--- src/rtl/sio_pkg.sv ---
package sio_pkg;
    typedef enum logic {
        SRQ_IDLE = 1'b0,
        SRQ_PEND = 1'b1
    } srq_state_e;
endpackage

--- src/rtl/sio_ctrl.sv ---
module sio_ctrl (
    input  logic clk,
    input  logic rst_n,
    input  logic mode,
    input  logic sel_lo_n,
    input  logic sel_hi,
    input  logic strobe,
    output logic addressed,
    output logic gate,
    output logic drv_en
);
    always_comb begin
        addressed = !sel_lo_n && sel_hi;
        gate      = mode ? addressed : strobe;
        drv_en    = mode ? 1'b1 : addressed;
    end

    AST_MODE1_DRIVE: assert property (@(posedge clk) disable iff (!rst_n)
        mode |-> drv_en);
    AST_MODE0_DRIVE: assert property (@(posedge clk) disable iff (!rst_n)
        !mode |-> (drv_en == (!sel_lo_n && sel_hi)));
endmodule

--- src/rtl/sio_store.sv ---
module sio_store #(
    parameter int WIDTH = 8
) (
    input  logic             clk,
    input  logic             rst_n,
    input  logic             gate,
    input  logic             clear_n,
    input  logic [WIDTH-1:0] din,
    output logic [WIDTH-1:0] view
);
    logic [WIDTH-1:0] held;

    always_ff @(posedge clk or negedge rst_n) begin
        if (!rst_n)
            held <= '0;
        else if (gate)
            held <= din;
        else if (!clear_n)
            held <= '0;
    end

    assign view = gate ? din : held;

    AST_STORE_HOLD: assert property (@(posedge clk) disable iff (!rst_n)
        (!gate && clear_n) |=> (held == $past(held)));
    AST_STORE_CLEAR: assert property (@(posedge clk) disable iff (!rst_n)
        (!gate && !clear_n) |=> (held == '0));
    AST_GATE_WINS: assert property (@(posedge clk) disable iff (!rst_n)
        gate |=> (held == $past(din)));
endmodule

--- src/rtl/sio_srq.sv ---
module sio_srq
    import sio_pkg::*;
(
    input  logic clk,
    input  logic rst_n,
    input  logic strobe,
    input  logic addressed,
    input  logic clear_n,
    output logic pending
);
    srq_state_e state, state_nx;
    logic       strobe_q;
    logic       fall;

    always_ff @(posedge clk or negedge rst_n) begin
        if (!rst_n)
            strobe_q <= 1'b0;
        else
            strobe_q <= strobe;
    end

    assign fall = strobe_q && !strobe;

    always_ff @(posedge clk or negedge rst_n) begin
        if (!rst_n)
            state <= SRQ_IDLE;
        else
            state <= state_nx;
    end

    always_comb begin
        state_nx = state;
        unique case (state)
            SRQ_IDLE: if (fall && !addressed && clear_n) state_nx = SRQ_PEND;
            SRQ_PEND: if (addressed || !clear_n)         state_nx = SRQ_IDLE;
            default:                                     state_nx = SRQ_IDLE;
        endcase
    end

    always_comb begin
        pending = (state == SRQ_PEND);
    end

    AST_ARM: assert property (@(posedge clk) disable iff (!rst_n)
        (fall && !addressed && clear_n) |=> pending);
    AST_ACK: assert property (@(posedge clk) disable iff (!rst_n)
        addressed |=> !pending);
    AST_FLUSH: assert property (@(posedge clk) disable iff (!rst_n)
        !clear_n |=> !pending);
endmodule

--- src/rtl/strobed_io_port.sv ---
module strobed_io_port #(
    parameter int WIDTH = 8
) (
    input  logic             clk,
    input  logic             rst_n,
    input  logic [WIDTH-1:0] din,
    input  logic             sel_lo_n,
    input  logic             sel_hi,
    input  logic             mode,
    input  logic             strobe,
    input  logic             clear_n,
    output logic [WIDTH-1:0] dout,
    output logic             dout_en,
    output logic             irq_n
);
    logic             addressed;
    logic             gate;
    logic             drv_en;
    logic             pending;
    logic [WIDTH-1:0] view;

    sio_ctrl u_ctrl (
        .clk       (clk),
        .rst_n     (rst_n),
        .mode      (mode),
        .sel_lo_n  (sel_lo_n),
        .sel_hi    (sel_hi),
        .strobe    (strobe),
        .addressed (addressed),
        .gate      (gate),
        .drv_en    (drv_en)
    );

    sio_store #(.WIDTH(WIDTH)) u_store (
        .clk     (clk),
        .rst_n   (rst_n),
        .gate    (gate),
        .clear_n (clear_n),
        .din     (din),
        .view    (view)
    );

    sio_srq u_srq (
        .clk       (clk),
        .rst_n     (rst_n),
        .strobe    (strobe),
        .addressed (addressed),
        .clear_n   (clear_n),
        .pending   (pending)
    );

    always_comb begin
        dout_en = drv_en;
        dout    = drv_en ? view : '0;
        irq_n   = !(pending || addressed);
    end

    AST_DISABLED_ZERO: assert property (@(posedge clk) disable iff (!rst_n)
        !dout_en |-> (dout == '0));
    AST_TRANSPARENT: assert property (@(posedge clk) disable iff (!rst_n)
        (gate && dout_en) |-> (dout == din));
    AST_IRQ_LEVEL: assert property (@(posedge clk) disable iff (!rst_n)
        (!sel_lo_n && sel_hi) |-> !irq_n);
endmodule

--- config.mk ---
export PLATFORM = sky130hd
export DESIGN_NAME = strobed_io_port
export DESIGN_NICKNAME = d
export VERILOG_FILES = /design/src/rtl/sio_pkg.sv /design/src/rtl/sio_ctrl.sv /design/src/rtl/sio_store.sv /design/src/rtl/sio_srq.sv /design/src/rtl/strobed_io_port.sv
export SDC_FILE = /design/constraint.sdc
export NUM_CORES = 1
export LEC_CHECK = 0
export BUFFER_PORTS_ARGS = -buffer_cell sky130_fd_sc_hd__buf_2
export CELL_PAD_IN_SITES_DETAIL_PLACEMENT = 2
export CELL_PAD_IN_SITES_GLOBAL_PLACEMENT = 2
export CORE_MARGIN = 2
export CORE_UTILIZATION = 24
export CTS_CLUSTER_SIZE = 30
export DETAILED_ROUTE_END_ITERATION = 8
export GPL_TIMING_DRIVEN = 0
export HOLD_SLACK_MARGIN = 0.15
export PLACE_DENSITY = 0.81
export SYNTH_ARGS = -nofsm -noshare
export SYNTH_HDL_FRONTEND = slang
export SYNTH_SLANG_ARGS = --single-unit
--- constraint.sdc ---
create_clock -name clk -period 0.8 [get_ports clk]
set_input_delay 0.04 -clock clk [delete_from_list [all_inputs] [get_ports clk]]
set_output_delay 0.04 -clock clk [all_outputs]
set_load 0.03 [all_outputs]
==> summary.txt, run 1 <==
GRT
  • Met3 Use GR: 2.49%
  • First-pass GRT wire length: roughly 4.6 mm
  • Largest net degree at the start of global routing: 11
  • GRT Max-Usage Layer: met2
  • Vias in the first global route: 839
  • M1 GR Usage: between 20% and 30%
  • GRT Total Usage: 18.9%
  • Gr ovfl total: 0
  • Grt met2 use: about a third
  • Antenna violations before repair: 0

Floorplanning
  • Total die area: 3240 um^2
  • FP Rows: 19
  • Initial Util: 24.8%
  • Io pins: 25
  • Die height: between 50 and 60 um
  • Die W: around 57 um
  • Core area: 2710 um^2

Yosys
  • Number of synthesized flops with an enable pin: 0
  • Syn avg cell area: 9.10 um^2
  • Count of cell types in the netlist: 17
  • Dominant synthesized flop cell: dfrtp_1
  • Seq/Total Area, Yosys: between 30% and 40%
  • Synthesized Nets: 89
  • Post-synthesis cell count: 74
  • Seq cells post-synth: 10
  • Mapped cell area: between 600 and 700 um^2
  • Synth Warn #: 0
  • Post-synth ARST share: between 90% and 100%

STA
  • Minimum clock period: between 1 and 1.5 ns
  • Post-route setup TNS: -3.19 ns
  • RSZ-0062 raised after global routing: yes
  • Worst Max-Slew Pin Slew: 0.571 ns
  • Final hold vios: 0
  • Worst hold margin: 0.201 ns
  • Worst rel slew slack: about three fifths
  • Peak Freq: roughly 0.83 GHz
  • Post-route setup slack: -0.403 ns
  • Clock Skew: about 0.000041 ns
  • Final setup vio count: 13
  • Slew Viols, Final: 0
  • Final worst-path cycle share: 150%

Clock tree
  • Cts bufs inserted: 3
  • Clk buf depth: 2
  • Worst skew pair latency: between 0.2 and 0.3 ns
  • Clk sinks: 10
  • Clk root buf: clkbuf_4
  • H-tree Lvls: 1
  • CTS clk-pin slew, worst paths: approximately 0.06 ns
  • CTS tree: built

Cells and area
  • Most common cell after layout, fill and taps aside: buf_6
  • Final net count: 137
  • Final core occ: between 50% and 60%
  • Fin area: 1370 um^2
  • Fill count: 276
  • N_diodes: 0
  • Layout cells sized above 1: between 50% and 60%
  • Most frequent cells in the layout: buf_6 (13), buf_2 (12), inv_1 (10), dlygate4sd3_1 (10), dfrtp_1 (10)
  • Register area: 250 um^2
  • Area delta synth->final: 103%
  • Multi-input gate area: around 540 um^2

Worst setup path
  • Arrival @ worst endpoint: 1.16 ns
  • R2R setup slack: -0.04 ns
  • Crit. End Element: output pin
  • Crit path launch type: flip-flop
  • CP max FO: 3
  • Worst Path Required: between 0.7 and 0.8 ns
  • Reg2Reg Depth: 2
  • Worst R2R End: u_store.held[2]
  • Kind of critical path: reg2out
  • Worst setup startpoint: u_store.held[5]
  • Reg2Reg Launch Point: u_store.held[2]
  • Crit path capture: dout[5]

Placed design
  • DP Area: 950 um^2
  • Placer congestion estimate: a little under 0.7
  • HPWL after DPL: about 1.6 mm
  • Placement Setup Slack: -0.374 ns
  • IO buf count: 22

Run
  • Maxcap violations: 0

Worst hold path
  • Hold Crit Class: in2async

Drt
  • Initial DRC count: 5
  • Via count: 747
  • Antenna Violating Nets Remaining: 0
  • Via density per instance: approximately 4.9
  • Post-Route WL: ~2.8 mm
  • WL per Instance: 18.8 um
  • Pre-antenna DRT Iters: 2
  • Remaining DRCs: 0

Run status
  • Outcome: finished with violations
  • Failing checks: negative setup slack

Pwr
  • IR drop worst, VDD: 712 uV
  • PD cells: 1290 nW/um^2
  • Static Leak: about 0.63 nW
==> cell families after synthesis <==
group,Yosys count,share of synthesized area (%)
flip-flops,10,37.2
AO/OA/AOI/OAI,13,11.9
buffers and inverters,15,10.0
AND/OR/NAND/NOR,19,13.8
multiplexers,17,27.1
==> layout make-up <==
| type | count | share of cell area (%) |
|---|---|---|
| plain buffers | 5 | 4.48 |
| clock buffers | 3 | 1.65 |
| multi-input cells | 49 | 39.2 |
| repair buffers | 43 | 30.8 |
| flip-flops and latches | 10 | 18.3 |
| inverters | 10 | 2.74 |
| well taps | 31 | 2.84 |
==> registers in the layout, indices dropped and copies added (netlist names) <==
register and flops:
u_srq.strobe_q 1, u_store.held 8, u_srq.pending 1
==> Yosys cell counts (2+ instances only) <==
cell type	number	area share [%]
dfrtp_1	10	37
nand2_1	10	5.6
nand3_1	4	3.0
inv_1	10	5.6
mux2i_1	16	24
o21ai_1	4	3.0
nor2_1	2	1.1
a22oi_1	4	4.5
o22ai_1	4	3.7
buf_2	3	2.2
==> how the worst min path moves through the flow <==
stage,from,to,slack (ns),cells past startpoint
after floorplan,rst_n,u_srq.pending,-0.26,0
after global placement,rst_n,u_store.held[6],-0.08,1
after detailed placement,rst_n,u_store.held[5],-0.08,1
after CTS,clear_n,u_srq.pending,0.16,3
after global routing,rst_n,u_store.held[5],0.20,2
final,rst_n,u_store.held[5],0.20,2
==> critical path, cell delays in order, from the launching register on <==
cell	delay, ns
dfrtp_1	0.42
mux2i_2	0.23
o22ai_4	0.09
buf_6	0.16
==> power by group <==
group	internal (mW)	switching [mW]	total [mW]
Combinational	0.421	0.399	0.819
Sequential	0.550	0.0533	0.603
Clock	0.174	0.168	0.342
==> what timing repair did <==
action                                  CTS  global route
pin swaps                                 8             5
endpoints found under the hold margin    19             0
gates resized for setup                  35             6
endpoints found under the setup margin   10            18
buffers inserted                          6             5
hold buffers                             10             0
cloned                                    1             0
==> per-stage QoR <==
stage	cells	total power [mW]
3_5_place_dp	127	1.14
3_3_place_gp	127	1.11
6_report	151	1.76
5_1_grt	151	1.87
4_1_cts	147	1.71
2_1_floorplan	74	0.987
==> layer usage <==
| metal | share of wire [%] | vias up |
|---|---|---|
| met3 | 2.7 | 4 |
| li1 | - | 346 |
| met2 | 56 | 17 |
| met4 | 1.2 | 0 |
| met5 | 0 | - |
| met1 | 40 | 380 |
Power figures use the tool's default switching activity.
==> inputs of run 2 (changes only) <==
--- a/config.mk
+++ b/config.mk
@@ -9,12 +9,13 @@
 export CELL_PAD_IN_SITES_DETAIL_PLACEMENT = 2
 export CELL_PAD_IN_SITES_GLOBAL_PLACEMENT = 2
 export CORE_MARGIN = 2
-export CORE_UTILIZATION = 24
+export CORE_UTILIZATION = 26
+export CTS_BUF_LIST = sky130_fd_sc_hd__clkbuf_8
 export CTS_CLUSTER_SIZE = 30
 export DETAILED_ROUTE_END_ITERATION = 8
 export GPL_TIMING_DRIVEN = 0
 export HOLD_SLACK_MARGIN = 0.15
-export PLACE_DENSITY = 0.81
+export PLACE_DENSITY = 0.86
 export SYNTH_ARGS = -nofsm -noshare
 export SYNTH_HDL_FRONTEND = slang
 export SYNTH_SLANG_ARGS = --single-unit
==> summary.txt, run 2 (synthesis results as in run 1) <==
Floorplanning
  • Total die area: 3010 um^2 (was 3240 um^2)
  • FP Rows: 18 (was 19)
  • Die W: 54.9 um (was 57.0 um)
  • Core area: 2450 um^2 (was 2710 um^2)
  • Io pins: 25 (unchanged)
  • Initial Util: 27.4% (was 24.8%)
  • Die height: 54.9 um (was 57.0 um)

Cells and area
  • Reg with most FFs: u_store.held (unchanged)
  • Most common cell after layout, fill and taps aside: buf_6 (unchanged)
  • Fill count: 259 (was 276)
  • Most frequent cells in the layout: buf_6 (15), buf_2 (12), inv_1 (10), dlygate4sd3_1 (9), dfrtp_1 (9) (was buf_6 (13), buf_2 (12), inv_1 (10), dlygate4sd3_1 (10), dfrtp_1 (10))
  • Register area: 251 um^2 (was 250 um^2)
  • N_diodes: 0 (unchanged)
  • Multi-input gate area: 559 um^2 (was 536 um^2)
  • Layout Cells excl Fill: 149 (was 151)
  • Fin area: 1390 um^2 (was 1370 um^2)
  • Final core occ: 56.8% (was 50.5%)
  • Max reg flops: 8 (unchanged)
  • Final net count: 135 (was 137)
  • Layout cells sized above 1: 58.8% (was 56.7%)
  • Area delta synth->final: 107% (was 103%)

Placed design
  • Placer congestion estimate: 0.779 (was 0.690)
  • HPWL after DPL: 1.46 mm (was 1.59 mm)
  • DP Area: 948 um^2 (was 950 um^2)
  • DP Cell Count: 126 (was 127)
  • IO buf count: 22 (unchanged)

Clock tree
  • Worst skew pair latency: 0.24 ns (was 0.26 ns)
  • CTS tree: built (unchanged)
  • CTS clk-pin slew, worst paths: 0.06 ns (about the same)
  • Clk root buf: clkbuf_8 (was clkbuf_4)
  • Clk buf depth: 2 (unchanged)
  • Clk sinks: 10 (unchanged)
  • H-tree Lvls: 1 (unchanged)
  • Cts bufs inserted: 3 (unchanged)

Drt
  • Antenna Violating Nets Remaining: 0 (unchanged)
  • Pre-antenna DRT Iters: 4 (was 2)
  • WL per Instance: 22.7 um (was 18.8 um)
  • Via density per instance: 5.13 (was 4.95)
  • Post-Route WL: 3.38 mm (was 2.85 mm)
  • Initial DRC count: 6 (was 5)
  • Via count: 765 (was 747)
  • Remaining DRCs: 0 (unchanged)

STA
  • Minimum clock period: 1.25 ns (was 1.20 ns)
  • Post-route setup TNS: -3.41 ns (was -3.19 ns)
  • Final setup vio count: 14 (was 13)
  • RSZ-0062 raised after global routing: yes (unchanged)
  • Peak Freq: 0.798 GHz (was 0.831 GHz)
  • Worst Max-Slew Pin Slew: 0.609 ns (was 0.571 ns)
  • Slew Viols, Final: 0 (unchanged)
  • Worst rel slew slack: 59.4% (was 61.9%)
  • Final worst-path cycle share: 157% (was 150%)
  • Post-route setup slack: -0.454 ns (was -0.403 ns)
  • Clock Skew: 0.0000550 ns (was 0.0000407 ns)
  • Final hold vios: 0 (unchanged)

GRT
  • Gr ovfl total: 0 (unchanged)
  • Largest net degree at the start of global routing: 11 (unchanged)
  • Antenna violations before repair: 0 (unchanged)
  • GRT Total Usage: 24.7% (was 18.9%)
  • Vias in the first global route: 851 (was 839)
  • First-pass GRT wire length: 4.83 mm (was 4.57 mm)

Worst hold path
  • Hold Crit Class: in2async (unchanged)

Run status
  • Failing checks: negative setup slack (unchanged)
  • Outcome: finished with violations (unchanged)

Worst setup path
  • Arrival @ worst endpoint: 1.21 ns (was 1.16 ns)
  • CP max FO: 3 (unchanged)
  • Crit. End Element: output pin (unchanged)
  • Kind of critical path: reg2out (unchanged)
  • Crit path launch type: flip-flop (unchanged)
  • Worst Path Required: 0.76 ns (about the same)

Pwr
  • PD cells: 1520 nW/um^2 (was 1290 nW/um^2)
  • Switching Fraction: 33.9% (was 35.1%)
  • Clock Power Share: 31.7% (was 19.4%)
  • IR drop worst, VDD: 1520 uV (was 712 uV)
  • Sequential group share of total power: 29.0% (was 34.2%)
  • Static Leak: 0.640 nW (was 0.630 nW)
  • P_int: 1.40 mW (was 1.14 mW)
  • Switch Pwr: 717 uW (was 620 uW)
  • Combinational share of power: 39.3% (was 46.4%)

Run
  • Maxcap violations: 0 (unchanged)
## run 2: worst paths after layout
kind,slack [ns],cells after the start,startpoint,endpoint
min in group clk,0.26,4,strobe,u_srq.pending
min reg2reg,0.52,2,u_srq.strobe_q,u_srq.pending
max in group asynchronous,0.34,2,rst_n,u_store.held[2]
min,0.23,2,rst_n,u_store.held[6]
max,-0.45,3,u_store.held[5],dout[5]
max reg2reg,-0.11,3,u_store.held[3],u_store.held[3]
## run 2: metrics by stage
step	setup WS [ns]	hold slack (ns)	total power, mW
finish	-0.454	0.231	2.12
global route	-0.468	0.267	2.20
CTS	-0.357	0.206	2.00
detailed placement	-0.377	-0.0784	1.13
global placement	-0.345	-0.0774	1.11
floorplan	-0.0378	-0.256	0.987
## run 2: layout make-up
| class | count | share of cell area, % |
|---|---|---|
| well taps | 30 | 2.69 |
| multi-input cells | 49 | 40.1 |
| flip-flops and latches | 10 | 18.0 |
| repair buffers | 42 | 28.9 |
| plain buffers | 4 | 3.59 |
| inverters | 10 | 2.69 |
| clock buffers | 4 | 3.95 |
## run 2: worst max-delay path, stage by stage (launching register included)
cell and delay (ns):
dfrtp_1 0.44, mux2i_2 0.26, o22ai_4 0.11, buf_6 0.16
## run 2: power by group through the flow
stage | registers (mW) | clock network [mW] | logic (mW)
5_1_grt | 0.618 | 0.705 | 0.877
2_1_floorplan | 0.585 | 0 | 0.402
3_5_place_dp | 0.595 | 0 | 0.538
6_report | 0.615 | 0.670 | 0.831
4_1_cts | 0.594 | 0.667 | 0.742
3_3_place_gp | 0.591 | 0 | 0.524
## run 2: what timing repair did
| item | 4_1_cts | 5_1_grt |
|---|---|---|
| pin swaps | 8 | 1 |
| endpoints found under the setup margin | 11 | 19 |
| hold buffers | 10 | 0 |
| gates cloned | 1 | 0 |
| gates resized for setup | 35 | 15 |
| setup buffers | 6 | 4 |
| endpoints found under the hold margin | 19 | 0 |
## run 2: layer usage
layer	vias up	part of all wire [%]	global-route usage, %
li1	341	-	-
met1	390	37	28.9
met3	6	3.0	2.73
met5	-	0	0
met2	28	58	44.2
met4	0	2.5	11.7
